==> src/rtl/sfis_pkg.sv <==
package sfis_pkg;
   localparam int unsigned BYTE_W  = 8;
   localparam int unsigned SRC_N   = 5;

   // interrupt source indices, also enable bit positions
   localparam int unsigned SRC_RXH = 0;
   localparam int unsigned SRC_TXH = 1;
   localparam int unsigned SRC_TXE = 2;
   localparam int unsigned SRC_CTO = 3;
   localparam int unsigned SRC_TMR = 4;

   // register offsets
   localparam int unsigned OFS_CFG  = 0;
   localparam int unsigned OFS_IEN  = 1;
   localparam int unsigned OFS_STAT = 2;

   // configuration bit positions
   localparam int unsigned CB_SWAP = 0;
   localparam int unsigned CB_EXTF = 2;
   localparam int unsigned CB_FLOW = 3;
   localparam int unsigned CB_LVL  = 4;

   localparam logic [BYTE_W-1:0] CFG_WMASK = 8'h1D;
   localparam logic [BYTE_W-1:0] IEN_WMASK = 8'h1F;

   typedef struct packed {
      logic rx_full;
      logic rx_half;
      logic rx_empty;
      logic tx_full;
      logic tx_half;
      logic tx_empty;
   } fifo_flags_t;
endpackage

==> src/rtl/sfis_regs.sv <==
module sfis_regs
   import sfis_pkg::*;
#(
   parameter int unsigned ADDR_W = 3
) (
   input  logic              clk,
   input  logic              rst_n,
   input  logic [ADDR_W-1:0] addr_i,
   input  logic              wr_i,
   input  logic              rd_i,
   input  logic [BYTE_W-1:0] wdata_i,
   input  logic [BYTE_W-1:0] stat_i,
   output logic [BYTE_W-1:0] rdata_o,
   output logic [BYTE_W-1:0] cfg_o,
   output logic [BYTE_W-1:0] ien_o,
   output logic              stat_rd_o,
   output logic              fifo_rst_o,
   output logic              tmr_clr_o
);
   localparam logic [ADDR_W-1:0] A_CFG  = ADDR_W'(OFS_CFG);
   localparam logic [ADDR_W-1:0] A_IEN  = ADDR_W'(OFS_IEN);
   localparam logic [ADDR_W-1:0] A_STAT = ADDR_W'(OFS_STAT);

   logic [BYTE_W-1:0] cfg_q, ien_q;
   logic              hit_cfg, hit_ien, hit_stat;

   assign hit_cfg  = (addr_i == A_CFG);
   assign hit_ien  = (addr_i == A_IEN);
   assign hit_stat = (addr_i == A_STAT);

   always_ff @(posedge clk or negedge rst_n) begin
      if (!rst_n) begin
         cfg_q <= '0;
         ien_q <= '0;
      end else if (wr_i) begin
         if (hit_cfg) cfg_q <= wdata_i & CFG_WMASK;
         if (hit_ien) ien_q <= wdata_i & IEN_WMASK;
      end
   end

   always_comb begin
      rdata_o = '0;
      if (hit_cfg)       rdata_o = cfg_q;
      else if (hit_ien)  rdata_o = ien_q;
      else if (hit_stat) rdata_o = stat_i;
   end

   assign cfg_o      = cfg_q;
   assign ien_o      = ien_q;
   assign stat_rd_o  = rd_i & hit_stat;
   assign fifo_rst_o = wr_i & hit_stat;
   assign tmr_clr_o  = wr_i & hit_ien & ~wdata_i[SRC_TMR];

   // a FIFO reset write touches neither stored register
   p_stat_wr_keeps_r5: assert property (@(posedge clk) disable iff (!rst_n)
      (wr_i && hit_stat) |=> ($stable(cfg_q) && $stable(ien_q)));
endmodule

==> src/rtl/sfis_src.sv <==
module sfis_src #(
   parameter bit STICKY = 1'b1
) (
   input  logic clk,
   input  logic rst_n,
   input  logic set_i,
   input  logic clr_i,
   output logic pend_o
);
   generate
      if (STICKY) begin : g_sticky
         logic pend_q;
         always_ff @(posedge clk or negedge rst_n) begin
            if (!rst_n)      pend_q <= 1'b0;
            else if (set_i)  pend_q <= 1'b1;
            else if (clr_i)  pend_q <= 1'b0;
         end
         assign pend_o = pend_q;

         // R7 (shared by R8, R9, R10): a set always lands, even against a clear
         p_src_set_r7: assert property (@(posedge clk) disable iff (!rst_n)
            set_i |=> pend_o);
         // R7 (shared by R8, R9, R10): a lone clear drops the source
         p_src_clr_r7: assert property (@(posedge clk) disable iff (!rst_n)
            (clr_i && !set_i) |=> !pend_o);
      end else begin : g_level
         assign pend_o = set_i;
      end
   endgenerate
endmodule

==> src/rtl/sfis_irq_out.sv <==
module sfis_irq_out
   import sfis_pkg::*;
(
   input  logic             clk,
   input  logic             rst_n,
   input  logic [SRC_N-1:0] pend_i,
   input  logic [SRC_N-1:0] en_i,
   input  logic             level_i,
   output logic             irq_o
);
   logic any_req, any_q;

   assign any_req = |(pend_i & en_i);

   always_ff @(posedge clk or negedge rst_n) begin
      if (!rst_n) any_q <= 1'b0;
      else        any_q <= any_req;
   end

   assign irq_o = level_i ? any_req : (any_req & ~any_q);

   // a pulse-mode request never lasts two cycles
   p_edge_one_cycle_r12: assert property (@(posedge clk) disable iff (!rst_n)
      (!level_i && irq_o) |=> (level_i || !irq_o));
   // the request only rises with an enabled pending source
   p_irq_needs_src_r11: assert property (@(posedge clk) disable iff (!rst_n)
      irq_o |-> (|(pend_i & en_i)));
endmodule

==> src/rtl/sfis_top.sv <==
module sfis_top
   import sfis_pkg::*;
#(
   parameter int unsigned ADDR_W = 3
) (
   input  logic              clk,
   input  logic              rst_n,
   input  logic [ADDR_W-1:0] bus_addr,
   input  logic              bus_wr,
   input  logic              bus_rd,
   input  logic [7:0]        bus_wdata,
   output logic [7:0]        bus_rdata,
   input  logic              rx_full,
   input  logic              rx_half,
   input  logic              rx_empty,
   input  logic              tx_full,
   input  logic              tx_half,
   input  logic              tx_empty,
   input  logic              rx_pop,
   input  logic              tx_push,
   input  logic              char_tmo,
   input  logic              timer_tick,
   output logic              fifo_reset,
   output logic              flow_ctl_en,
   output logic              ext_fifo_en,
   output logic              swap_halves,
   output logic              irq
);
   generate
      if (ADDR_W < 2 || ADDR_W > 8) begin : g_bad_addr_w
         $error("sfis_top: ADDR_W must lie in 2..8");
      end
   endgenerate

   fifo_flags_t       flags;
   logic [BYTE_W-1:0] cfg, ien, stat_byte;
   logic              stat_rd, tmr_clr;
   logic              tx_half_q, tx_empty_q;
   logic [SRC_N-1:0]  src_set, src_clr, pend;

   assign flags = '{rx_full: rx_full, rx_half: rx_half, rx_empty: rx_empty,
                    tx_full: tx_full, tx_half: tx_half, tx_empty: tx_empty};

   assign stat_byte = {pend[SRC_TMR], pend[SRC_CTO], ~flags};

   sfis_regs #(.ADDR_W(ADDR_W)) regs_i (
      .clk       (clk),
      .rst_n     (rst_n),
      .addr_i    (bus_addr),
      .wr_i      (bus_wr),
      .rd_i      (bus_rd),
      .wdata_i   (bus_wdata),
      .stat_i    (stat_byte),
      .rdata_o   (bus_rdata),
      .cfg_o     (cfg),
      .ien_o     (ien),
      .stat_rd_o (stat_rd),
      .fifo_rst_o(fifo_reset),
      .tmr_clr_o (tmr_clr)
   );

   always_ff @(posedge clk or negedge rst_n) begin
      if (!rst_n) begin
         tx_half_q  <= 1'b0;
         tx_empty_q <= 1'b0;
      end else begin
         tx_half_q  <= tx_half;
         tx_empty_q <= tx_empty;
      end
   end

   always_comb begin
      src_set          = '0;
      src_clr          = '0;
      src_set[SRC_RXH] = rx_half;
      src_set[SRC_TXH] = tx_half_q & ~tx_half;
      src_clr[SRC_TXH] = (~tx_half_q & tx_half) | stat_rd;
      src_set[SRC_TXE] = tx_empty & ~tx_empty_q;
      src_clr[SRC_TXE] = tx_push | stat_rd;
      src_set[SRC_CTO] = char_tmo;
      src_clr[SRC_CTO] = rx_pop | stat_rd;
      src_set[SRC_TMR] = timer_tick;
      src_clr[SRC_TMR] = tmr_clr;
   end

   generate
      for (genvar s = 0; s < SRC_N; s++) begin : g_src
         sfis_src #(.STICKY(s != SRC_RXH)) src_i (
            .clk   (clk),
            .rst_n (rst_n),
            .set_i (src_set[s]),
            .clr_i (src_clr[s]),
            .pend_o(pend[s])
         );
      end
   endgenerate

   sfis_irq_out irq_i (
      .clk    (clk),
      .rst_n  (rst_n),
      .pend_i (pend),
      .en_i   (ien[SRC_N-1:0]),
      .level_i(cfg[CB_LVL]),
      .irq_o  (irq)
   );

   assign flow_ctl_en = cfg[CB_FLOW];
   assign ext_fifo_en = cfg[CB_EXTF];
   assign swap_halves = cfg[CB_SWAP];
endmodule

==> config.mk <==
export PLATFORM = sky130hd
export DESIGN_NAME = sfis_top
export DESIGN_NICKNAME = d
export VERILOG_FILES = /design/src/rtl/sfis_pkg.sv /design/src/rtl/sfis_regs.sv /design/src/rtl/sfis_src.sv /design/src/rtl/sfis_irq_out.sv /design/src/rtl/sfis_top.sv
export SDC_FILE = /design/constraint.sdc
export NUM_CORES = 1
export LEC_CHECK = 0
export BUFFER_PORTS_ARGS = -buffer_cell sky130_fd_sc_hd__buf_2
export CAP_MARGIN = 10
export CORE_UTILIZATION = 48
export DETAILED_ROUTE_END_ITERATION = 8
export GPL_TIMING_DRIVEN = 0
export PLACE_DENSITY = 0.82
export SYNTH_ARGS = -nofsm -noshare
export SYNTH_HDL_FRONTEND = slang
export SYNTH_SLANG_ARGS = --single-unit
==> constraint.sdc <==
create_clock -name clk -period 2.4 [get_ports clk]
set_input_delay 0.48 -clock clk [delete_from_list [all_inputs] [get_ports clk]]
set_output_delay 0.48 -clock clk [all_outputs]
set_load 0.005 [all_outputs]
==> impl_metrics.env, run 1 <==
export IMPL_async_flop_share=1.00
export IMPL_post_cts_resized=0
export IMPL_antenna_found_initial=0
export IMPL_swShare=0.280
export IMPL_syn_num_nets=103
export IMPL_die_area_mm2=0.00190
export IMPL_cpMostUsedCell="buf_2"
export IMPL_critPathMaxStageDelay_ns=0.32
export IMPL_netlist_area_um2=830
export IMPL_stdcell_count=129
export IMPL_htreeDepth=1
export IMPL_synth_top_area_cell="dfrtp_1"
export IMPL_pwr_share_clk=0.219
export IMPL_clockBufferDepth=2
export IMPL_finalHoldViolCount=0
export IMPL_worst_hold_slack_ns=0.0907
export IMPL_syn_area_per_cell_um2=10.6
export IMPL_switching_power_uw=177
export IMPL_diodes=0
export IMPL_synth_top_family_by_area="simple AND/OR/NAND/NOR gates"
export IMPL_wirelength_um=1840
export IMPL_num_rows=14
export IMPL_synthCells=78
export IMPL_outcome="finished, violations left"
export IMPL_yosys_area_share_adder=0
export IMPL_via_per_inst=5.43
export IMPL_ff2ff_setup_slack_ns=1.38
export IMPL_peakVddDrop_mv=0.422
export IMPL_first_pass_iters=6
export IMPL_placed_cells=126
export IMPL_floorplan_core_area_mm2=0.00156
export IMPL_grt_pass1_wl_um=3020
export IMPL_start_kind="input port"
export IMPL_synth_area_top_cells="dfrtp_1 (48%), mux2_2 (11%), nand2b_1 (6.8%)"
export IMPL_cp_required_ns=1.92
export IMPL_rsz0062_at_grt="no"
export IMPL_max_freq_mhz=503
export IMPL_setup_violations=0
export IMPL_slew_headroom=0.740
export IMPL_initial_utilization=0.532
export IMPL_clkTransAtPathRegs_ns=0.09
export IMPL_failed_checks="design-rule violations"
export IMPL_synth_compound_area_frac=0.140
export IMPL_power_density_mw_per_mm2=612
export IMPL_wl_per_cell_um=14.2
export IMPL_synth_most_common_cell="dfrtp_1"
export IMPL_drive_above_1_share=0.434
export IMPL_grt_util_met3=0.0417
export IMPL_grtUsageMet2=0.358
export IMPL_setup_tns_ns=0
export IMPL_worst_path_max_fanout=10
export IMPL_gp_congestion=0.804
export IMPL_synth_top_area_frac=0.483
export IMPL_final_setup_skew_ns=0.000846
export IMPL_grt_use_total=0.221
export IMPL_ys_seq_area_frac=0.483
export IMPL_grt_pass1_vias=669
export IMPL_endpoint_kind="output pin"
export IMPL_fp_dieH_um=43.6
export IMPL_dp_hpwl_um=1390
export IMPL_slowest_stage="nor2b_1"
export IMPL_synth_distinct_cells=22
export IMPL_nets=140
export IMPL_grt_use_met1=0.281
export IMPL_synthTopCellsByCount="dfrtp_1 (16), nand2b_1 (9), mux2_2 (8)"
export IMPL_die_x_um=43.6
export IMPL_muxShareOfSynthArea=0.109
export IMPL_antenna_left=0
export IMPL_drc=6
export IMPL_synth_seq_cells=16
export IMPL_num_io_pins=38
export IMPL_rr_endpoint="irq_i.any_q"
export IMPL_placed_area_mm2=0.00101
export IMPL_r2r_start="regs_i.ien_o[0]"
export IMPL_grt_busiest_layer="met2"
export IMPL_cts_inserted_buffers=3
export IMPL_worst_r2r_cell_count=2
export IMPL_p_leak_nw=0.514
export IMPL_yosys_warnings=0
export IMPL_final_cell_area_mm2=0.00103
export IMPL_port_buffers=32
export IMPL_synth_edf_count=0
export IMPL_synth_xor_area_share=0
export IMPL_cts_tree="yes"
export IMPL_worstMarginPinSlew_ns=0.388
export IMPL_numClockSinks=16
export IMPL_critPathArrivalTime_ns=1.51
export IMPL_cts_hold_buf=0
export IMPL_grt_ovfl_total=0
export IMPL_path_cells="buf_2 -> clkbuf_2 -> nor2b_1 -> nand2_1 -> a21oi_1 -> buf_2"
export IMPL_power_internal_uw=455
export IMPL_drv_slew=0
export IMPL_combPwrFrac=0.232
export IMPL_post_route_period_util=0.828
export IMPL_drt_initial_drc_count=22
export IMPL_synth_simple_area_share=0.222
export IMPL_vias=700
export IMPL_area_growth_pct=24.4
export IMPL_fin_crit_ns=1.99
export IMPL_grt_max_degree=17
export IMPL_seqPwrFrac=0.550
export IMPL_clockRootBuffer="clkbuf_4"
export IMPL_synth_ff_type="dfrtp_1"
export IMPL_post_cts_setup_buffers=0
export IMPL_crit_type="in2out"
export IMPL_timing_max_cap_violations=0
export IMPL_worstHoldPathType="in2async"
export IMPL_clock_latency_ns=0.28
cells by family after synthesis:
group / count (synthesis)
simple gates: 29
compound gates: 18
mux: 8
flops: 16
buf+inv: 7
layer usage:
metal  wire length (um)  part of all wire
met5                  0                 0
met4                  9            0.0049
met3                 97             0.053
met2                917              0.50
met1                814              0.44
metrics by stage:
stage / utilization / worst slack (ns) / power, mW
finish: 0.662 / 0.412 / 0.631
floorplan: - / 0.823 / 0.429
global placement: 0.648 / 0.424 / 0.491
detailed placement: 0.648 / 0.435 / 0.498
global route: 0.662 / 0.255 / 0.668
CTS: 0.662 / 0.422 / 0.637
how the worst max path moves through the flow:
stage               slack (ns)      endpoint         from
global route              0.25  bus_rdata[2]  bus_addr[1]
global placement          0.42  bus_rdata[4]  bus_addr[1]
floorplan                 0.82  bus_rdata[0]  bus_addr[0]
finish                    0.41  bus_rdata[4]  bus_addr[1]
detailed placement        0.44  bus_rdata[4]  bus_addr[1]
CTS                       0.42  bus_rdata[4]  bus_addr[1]
critical path: cells and delay by family:
family	cells	cell delay, ns
AO/OA/AOI/OAI	1	0.13
buffers and inverters	3	0.48
AND/OR/NAND/NOR	2	0.41
state kept, by name, summed over array words and instances, names as in the netlist:
register            count
g_src.src_i.pend_o      4
irq_i.any_q             1
regs_i.cfg_o            4
regs_i.ien_o            5
tx_empty_q              1
tx_half_q               1
power groups by stage:
| stage | combinational, mW | clock (mW) | sequential (mW) |
|---|---|---|---|
| after global routing | 0.164 | 0.153 | 0.351 |
| after floorplan | 0.0866 | 0 | 0.342 |
| after global placement | 0.144 | 0 | 0.347 |
| after detailed placement | 0.148 | 0 | 0.350 |
| final | 0.146 | 0.138 | 0.347 |
| after CTS | 0.149 | 0.143 | 0.346 |
placed cells by master (no fill, tap or decap), types with 5 or more instances in the layout:
cell type	n
buf_2	32
dfrtp_1	16
nand2b_1	9
mux2_2	8
nand2_1	7
a21oi_1	7
a21o_1	5
final cells by class:
cell class	instances	area, um^2
timing repair buffer	32	160
buffer	4	27.5
multi-input combinational	55	390
tap	16	20.0
inverter	3	11.3
fill	150	527
clock buffer	3	22.5
sequential	16	400
No activity file was read; power rests on OpenSTA's default activity.
==> run 2: changes to the inputs <==
CORE_UTILIZATION = 45   (was 48)
PLACE_DENSITY = 0.77   (was 0.82)
clock period = 2.1 ns   (was 2.4 ns; I/O delays follow)
==> run 2 against run 1 <==
Largest cell class unchanged. Highest routed layer unchanged. First-iteration DRC count increased by 9.1%. Setup slack got worse by 0.22 ns. The flow now finishes without violations. Sequential share of layout area is 0.42 points lower.
==> impl_metrics.env, run 2 (same netlist as run 1, synthesis figures left out) <==
export IMPL_via_per_inst=5.09
export IMPL_grt_pass1_wl_um=2770
export IMPL_clockBufferDepth=2
export IMPL_drive_above_1_share=0.434
export IMPL_start_kind="input port"
export IMPL_port_buffers=32
export IMPL_power_uw=718
export IMPL_ff2ff_setup_slack_ns=1.06
export IMPL_grt_use_met1=0.262
export IMPL_drv_slew=0
export IMPL_setup_violations=0
export IMPL_max_freq_mhz=523
export IMPL_worstMarginPinSlew_ns=0.415
export IMPL_grtUsageMet2=0.316
export IMPL_power_density_mw_per_mm2=688
export IMPL_p_leak_nw=0.514
export IMPL_timing_max_cap_violations=0
export IMPL_fin_crit_ns=1.91
export IMPL_drc=0
export IMPL_fp_dieH_um=44.9
export IMPL_wl_per_cell_um=13.1
export IMPL_diodes=0
export IMPL_rsz0062_at_grt="no"
export IMPL_grt_use_total=0.203
export IMPL_numClockSinks=16
export IMPL_peakVddDrop_mv=0.356
export IMPL_dp_hpwl_um=1420
export IMPL_worst_r2r_cell_count=2
export IMPL_setup_tns_ns=0
export IMPL_finalHoldViolCount=0
export IMPL_die_area_mm2=0.00202
export IMPL_post_cts_setup_buffers=0
export IMPL_first_pass_iters=5
export IMPL_grt_pass1_vias=630
export IMPL_floorplan_core_area_mm2=0.00173
export IMPL_critPathArrivalTime_ns=1.49
export IMPL_rr_endpoint="irq_i.any_q"
export IMPL_fillCellCount=166
export IMPL_worstHoldPathType="in2async"
export IMPL_cts_inserted_buffers=3
export IMPL_cts_hold_buf=0
export IMPL_clockRootBuffer="clkbuf_4"
export IMPL_post_cts_resized=0
export IMPL_r2r_start="regs_i.ien_o[0]"
export IMPL_grt_util_met3=0.0360
export IMPL_antenna_left=0
export IMPL_mostFrequentLayoutCell="buf_2"
export IMPL_num_rows=15
export IMPL_cp_required_ns=1.68
export IMPL_endpoint_kind="output pin"
export IMPL_clock_latency_ns=0.28
export IMPL_grt_busiest_layer="met2"
export IMPL_clkTransAtPathRegs_ns=0.08
export IMPL_place_ws_ns=0.205
export IMPL_cts_tree="yes"
export IMPL_die_x_um=44.9
export IMPL_grt_ovfl_total=0
export IMPL_wirelength_um=1810
export IMPL_layout_common_cells="buf_2 (32), dfrtp_1 (16), nand2b_1 (9)"
export IMPL_slew_headroom=0.722
export IMPL_setup_ws_ns=0.188
export IMPL_num_io_pins=38
export IMPL_initial_utilization=0.480
export IMPL_antenna_found_initial=0
export IMPL_drt_initial_drc_count=24
export IMPL_crit_type="in2out"
export IMPL_largest_reg_flops=5
export IMPL_htreeDepth=1
export IMPL_outcome="completed"
export IMPL_worst_path_max_fanout=10
export IMPL_area_growth_pct=25.8
export IMPL_gp_congestion=0.750
export IMPL_grt_max_degree=17
export IMPL_vias=702
export IMPL_final_setup_skew_ns=0.00234
export IMPL_nets=140
export IMPL_post_route_period_util=0.910
run 2: cell counts in the layout (fill, tap and decap cells not counted):
Identical to the previous run, type by type.
run 2: worst max-delay path by stage:
stage                           start           end  slack [ns]  depth (start not counted)
final                     bus_addr[1]  bus_rdata[2]        0.19                          6
after CTS                 bus_addr[1]  bus_rdata[2]        0.20                          6
after global placement    bus_addr[1]  bus_rdata[4]        0.26                          6
after floorplan           bus_addr[0]  bus_rdata[0]        0.64                          4
after global routing      bus_addr[1]  bus_rdata[1]        0.11                          6
after detailed placement  bus_addr[1]  bus_rdata[2]        0.20                          6
run 2: report_power, final:
group / internal, mW / total (mW) / switching (mW)
Combinational: 0.0948 / 0.169 / 0.0747
Clock: 0.0666 / 0.154 / 0.0879
Sequential: 0.358 / 0.394 / 0.0359
Total: 0.520 / 0.718 / 0.198
run 2: per-layer routing:
metal,wire (um),part of all wire,up-vias
li1,-,-,345
met1,781,0.43,328
met2,898,0.50,24
met3,93,0.051,5
met4,39,0.022,0
met5,0,0,-
run 2: worst max-delay path: stages:
cell and delay [ns]:
buf_2 0.16, clkbuf_2 0.19, nor2b_1 0.34, nand2_1 0.11, a21oi_1 0.14, buf_2 0.13
run 2: layout make-up:
cell class              instances  area [um^2]  area share
flip-flops and latches         16          400       0.384
multi-input cells              55          390       0.374
repair buffers                 32          160       0.153
well taps                      25         31.3      0.0300
plain buffers                   4         27.5      0.0264
clock buffers                   3         22.5      0.0216
inverters                       3         11.3      0.0108
run 2: stage by stage:
stage / hold WS [ns] / cells / utilization / instance area, um^2
after floorplan: 0.124 / 78 / - / 830
after global placement: 0.346 / 135 / 0.591 / 1020
after detailed placement: 0.349 / 135 / 0.591 / 1020
after CTS: 0.0382 / 138 / 0.604 / 1040
after global routing: 0.0422 / 138 / 0.604 / 1040
final: 0.0352 / 138 / 0.604 / 1040
==> run 3: changes to the inputs <==
ABC_AREA = 1   (was not set)
CORE_UTILIZATION = 46   (was 45)
clock period = 2 ns   (was 2.1 ns; I/O delays follow)
==> run 3 against run 2 <==
Worst hold slack lost 0.032 ns. Final cell count increased by 29%. Clock power up 38%. Area after synthesis rose by 10%. Wire length is 10% higher. Sequential cell count is the same. Clock-buffer cell count rose by 1. Sequential share of layout area shrank 3.4 points. Die area up 7.2%. Synthesized cell count is 49% higher. Combinational power rose by 9%. Critical path depth fell by 1. Critical endpoint is now bus_rdata[1]. Largest power group unchanged.
==> impl_metrics.env, run 3 <==
export IMPL_clockBufferDepth=2
export IMPL_largest_reg_flops=5
export IMPL_fin_crit_ns=1.59
export IMPL_placed_area_mm2=0.00111
export IMPL_slew_headroom=0.765
export IMPL_syn_area_per_cell_um2=7.86
export IMPL_synth_most_common_cell="nand2_1"
export IMPL_drc=0
export IMPL_seqPwrFrac=0.506
export IMPL_combPwrFrac=0.229
export IMPL_antenna_left=0
export IMPL_grt_pass1_vias=769
export IMPL_grt_ovfl_total=0
export IMPL_port_buffers=33
export IMPL_final_setup_skew_ns=0.00352
export IMPL_setup_tns_ns=0
export IMPL_via_per_inst=4.93
export IMPL_die_x_um=46.5
export IMPL_diodes=0
export IMPL_setup_violations=0
export IMPL_synthCells=116
export IMPL_rsz0062_at_grt="no"
export IMPL_p_leak_nw=0.685
export IMPL_fin_util=0.642
export IMPL_final_cell_area_mm2=0.00114
export IMPL_synth_distinct_cells=15
export IMPL_cts_tree="yes"
export IMPL_start_kind="input port"
export IMPL_dp_hpwl_um=1600
export IMPL_netlist_area_um2=912
export IMPL_cts_hold_buf=0
export IMPL_post_route_period_util=0.794
export IMPL_first_pass_iters=4
export IMPL_power_density_mw_per_mm2=702
export IMPL_synth_edf_count=0
export IMPL_swShare=0.297
export IMPL_yosys_warnings=0
export IMPL_post_cts_setup_buffers=0
export IMPL_area_growth_pct=25.5
export IMPL_endpoint="bus_rdata[1]"
export IMPL_antenna_found_initial=0
export IMPL_grt_pass1_wl_um=3170
export IMPL_worst_path_max_fanout=7
export IMPL_initial_utilization=0.512
export IMPL_timing_max_cap_violations=0
export IMPL_cp_required_ns=1.60
export IMPL_synth_seq_cells=16
export IMPL_crit_type="in2out"
export IMPL_clkTransAtPathRegs_ns=0.09
export IMPL_finalHoldViolCount=0
export IMPL_drive_above_1_share=0.314
export IMPL_num_rows=15
export IMPL_synth_top_area_frac=0.439
export IMPL_r2r_start="regs_i.ien_o[0]"
export IMPL_grt_use_total=0.212
export IMPL_numClockSinks=16
export IMPL_async_flop_share=1.00
export IMPL_fp_dieH_um=46.5
export IMPL_nets=179
export IMPL_clockRootBuffer="clkbuf_4"
export IMPL_rr_endpoint="irq_i.any_q"
export IMPL_synthTopCellsByCount="nand2_1 (32), dfrtp_1 (16), inv_1 (16), nand3_1 (16), nand4_1 (13)"
export IMPL_peakVddDrop_mv=0.515
export IMPL_synth_area_top_cells="dfrtp_1 (44%), nand2_1 (13%), nand4_1 (8.9%)"
export IMPL_max_freq_mhz=630
export IMPL_drv_slew=0
export IMPL_synth_ff_type="dfrtp_1"
export IMPL_clock_latency_ns=0.29
export IMPL_layout_common_cells="buf_2 (33), nand2_1 (32), inv_1 (16), nand3_1 (16), dfrtp_1 (16)"
export IMPL_syn_num_nets=141
export IMPL_power_internal_uw=565
export IMPL_die_area_mm2=0.00217
export IMPL_floorplan_core_area_mm2=0.00178
export IMPL_gp_congestion=0.804
export IMPL_ys_seq_area_frac=0.439
export IMPL_wl_per_cell_um=11.2
export IMPL_switching_power_uw=239
export IMPL_outcome="completed"
export IMPL_post_cts_resized=0
export IMPL_num_io_pins=38
export IMPL_pwr_share_clk=0.265
export IMPL_critPathArrivalTime_ns=1.19
export IMPL_crit_start="bus_addr[0]"
export IMPL_drt_initial_drc_count=8
export IMPL_worst_hold_slack_ns=0.00339
export IMPL_htreeDepth=1
export IMPL_mostFrequentLayoutCell="buf_2"
export IMPL_ff2ff_setup_slack_ns=1.16
export IMPL_grt_max_degree=17
export IMPL_vias=878
export IMPL_synth_top_area_cell="dfrtp_1"
export IMPL_endpoint_kind="output pin"
export IMPL_worst_r2r_cell_count=4
export IMPL_cts_inserted_buffers=3
export IMPL_wirelength_um=2000
export IMPL_worstHoldPathType="in2async"
export IMPL_worstMarginPinSlew_ns=0.352
[run 3: worst min path at each step]
| stage | start | endpoint | cells after the start |
|---|---|---|---|
| 2_1_floorplan | rst_n | g_src[1].src_i.pend_o | 0 |
| 3_3_place_gp | rst_n | tx_half_q | 1 |
| 3_5_place_dp | rst_n | g_src[3].src_i.pend_o | 1 |
| 4_1_cts | rst_n | g_src[3].src_i.pend_o | 1 |
| 5_1_grt | rst_n | tx_empty_q | 1 |
| 6_report | rst_n | regs_i.ien_o[3] | 1 |
[run 3: worst max-delay path: stages]
cell,delay [ns]
buf_2,0.14
inv_2,0.13
nand3_1,0.22
o21ai_1,0.17
buf_2,0.12
[run 3: cells by family after synthesis]
family,count (synthesis),share of synthesized area
compound gates,3,0.0192
buf+inv,22,0.125
flops,16,0.439
simple gates,75,0.417
[run 3: stage by stage]
| step | std cells | setup WS, ns | power [mW] |
|---|---|---|---|
| after floorplan | 116 | 0.673 | 0.511 |
| after global placement | 174 | 0.387 | 0.592 |
| after detailed placement | 174 | 0.396 | 0.600 |
| after CTS | 178 | 0.395 | 0.811 |
| after global routing | 178 | 0.287 | 0.857 |
| final | 178 | 0.412 | 0.804 |
[run 3: power groups by stage]
stage / Clock [mW] / Sequential [mW] / Combinational [mW]
finish: 0.213 / 0.407 / 0.184
global route: 0.232 / 0.411 / 0.214
CTS: 0.217 / 0.407 / 0.187
detailed placement: 0 / 0.413 / 0.187
global placement: 0 / 0.411 / 0.181
floorplan: 0 / 0.404 / 0.108
[run 3: routing by layer]
layer	up-vias	track usage	wire [um]
met2	27	0.350	924
li1	452	-	-
met3	5	0.0235	87
met1	394	0.271	939
met5	-	0	0
met4	0	0.106	44
[run 3: layout make-up]
cell class / count / area (um^2)
inverters: 18 / 68.8
well taps: 25 / 31.3
repair buffers: 33 / 165
flip-flops and latches: 16 / 400
multi-input cells: 78 / 398
fillers: 173 / 638
plain buffers: 4 / 45.0
clock buffers: 4 / 36.3
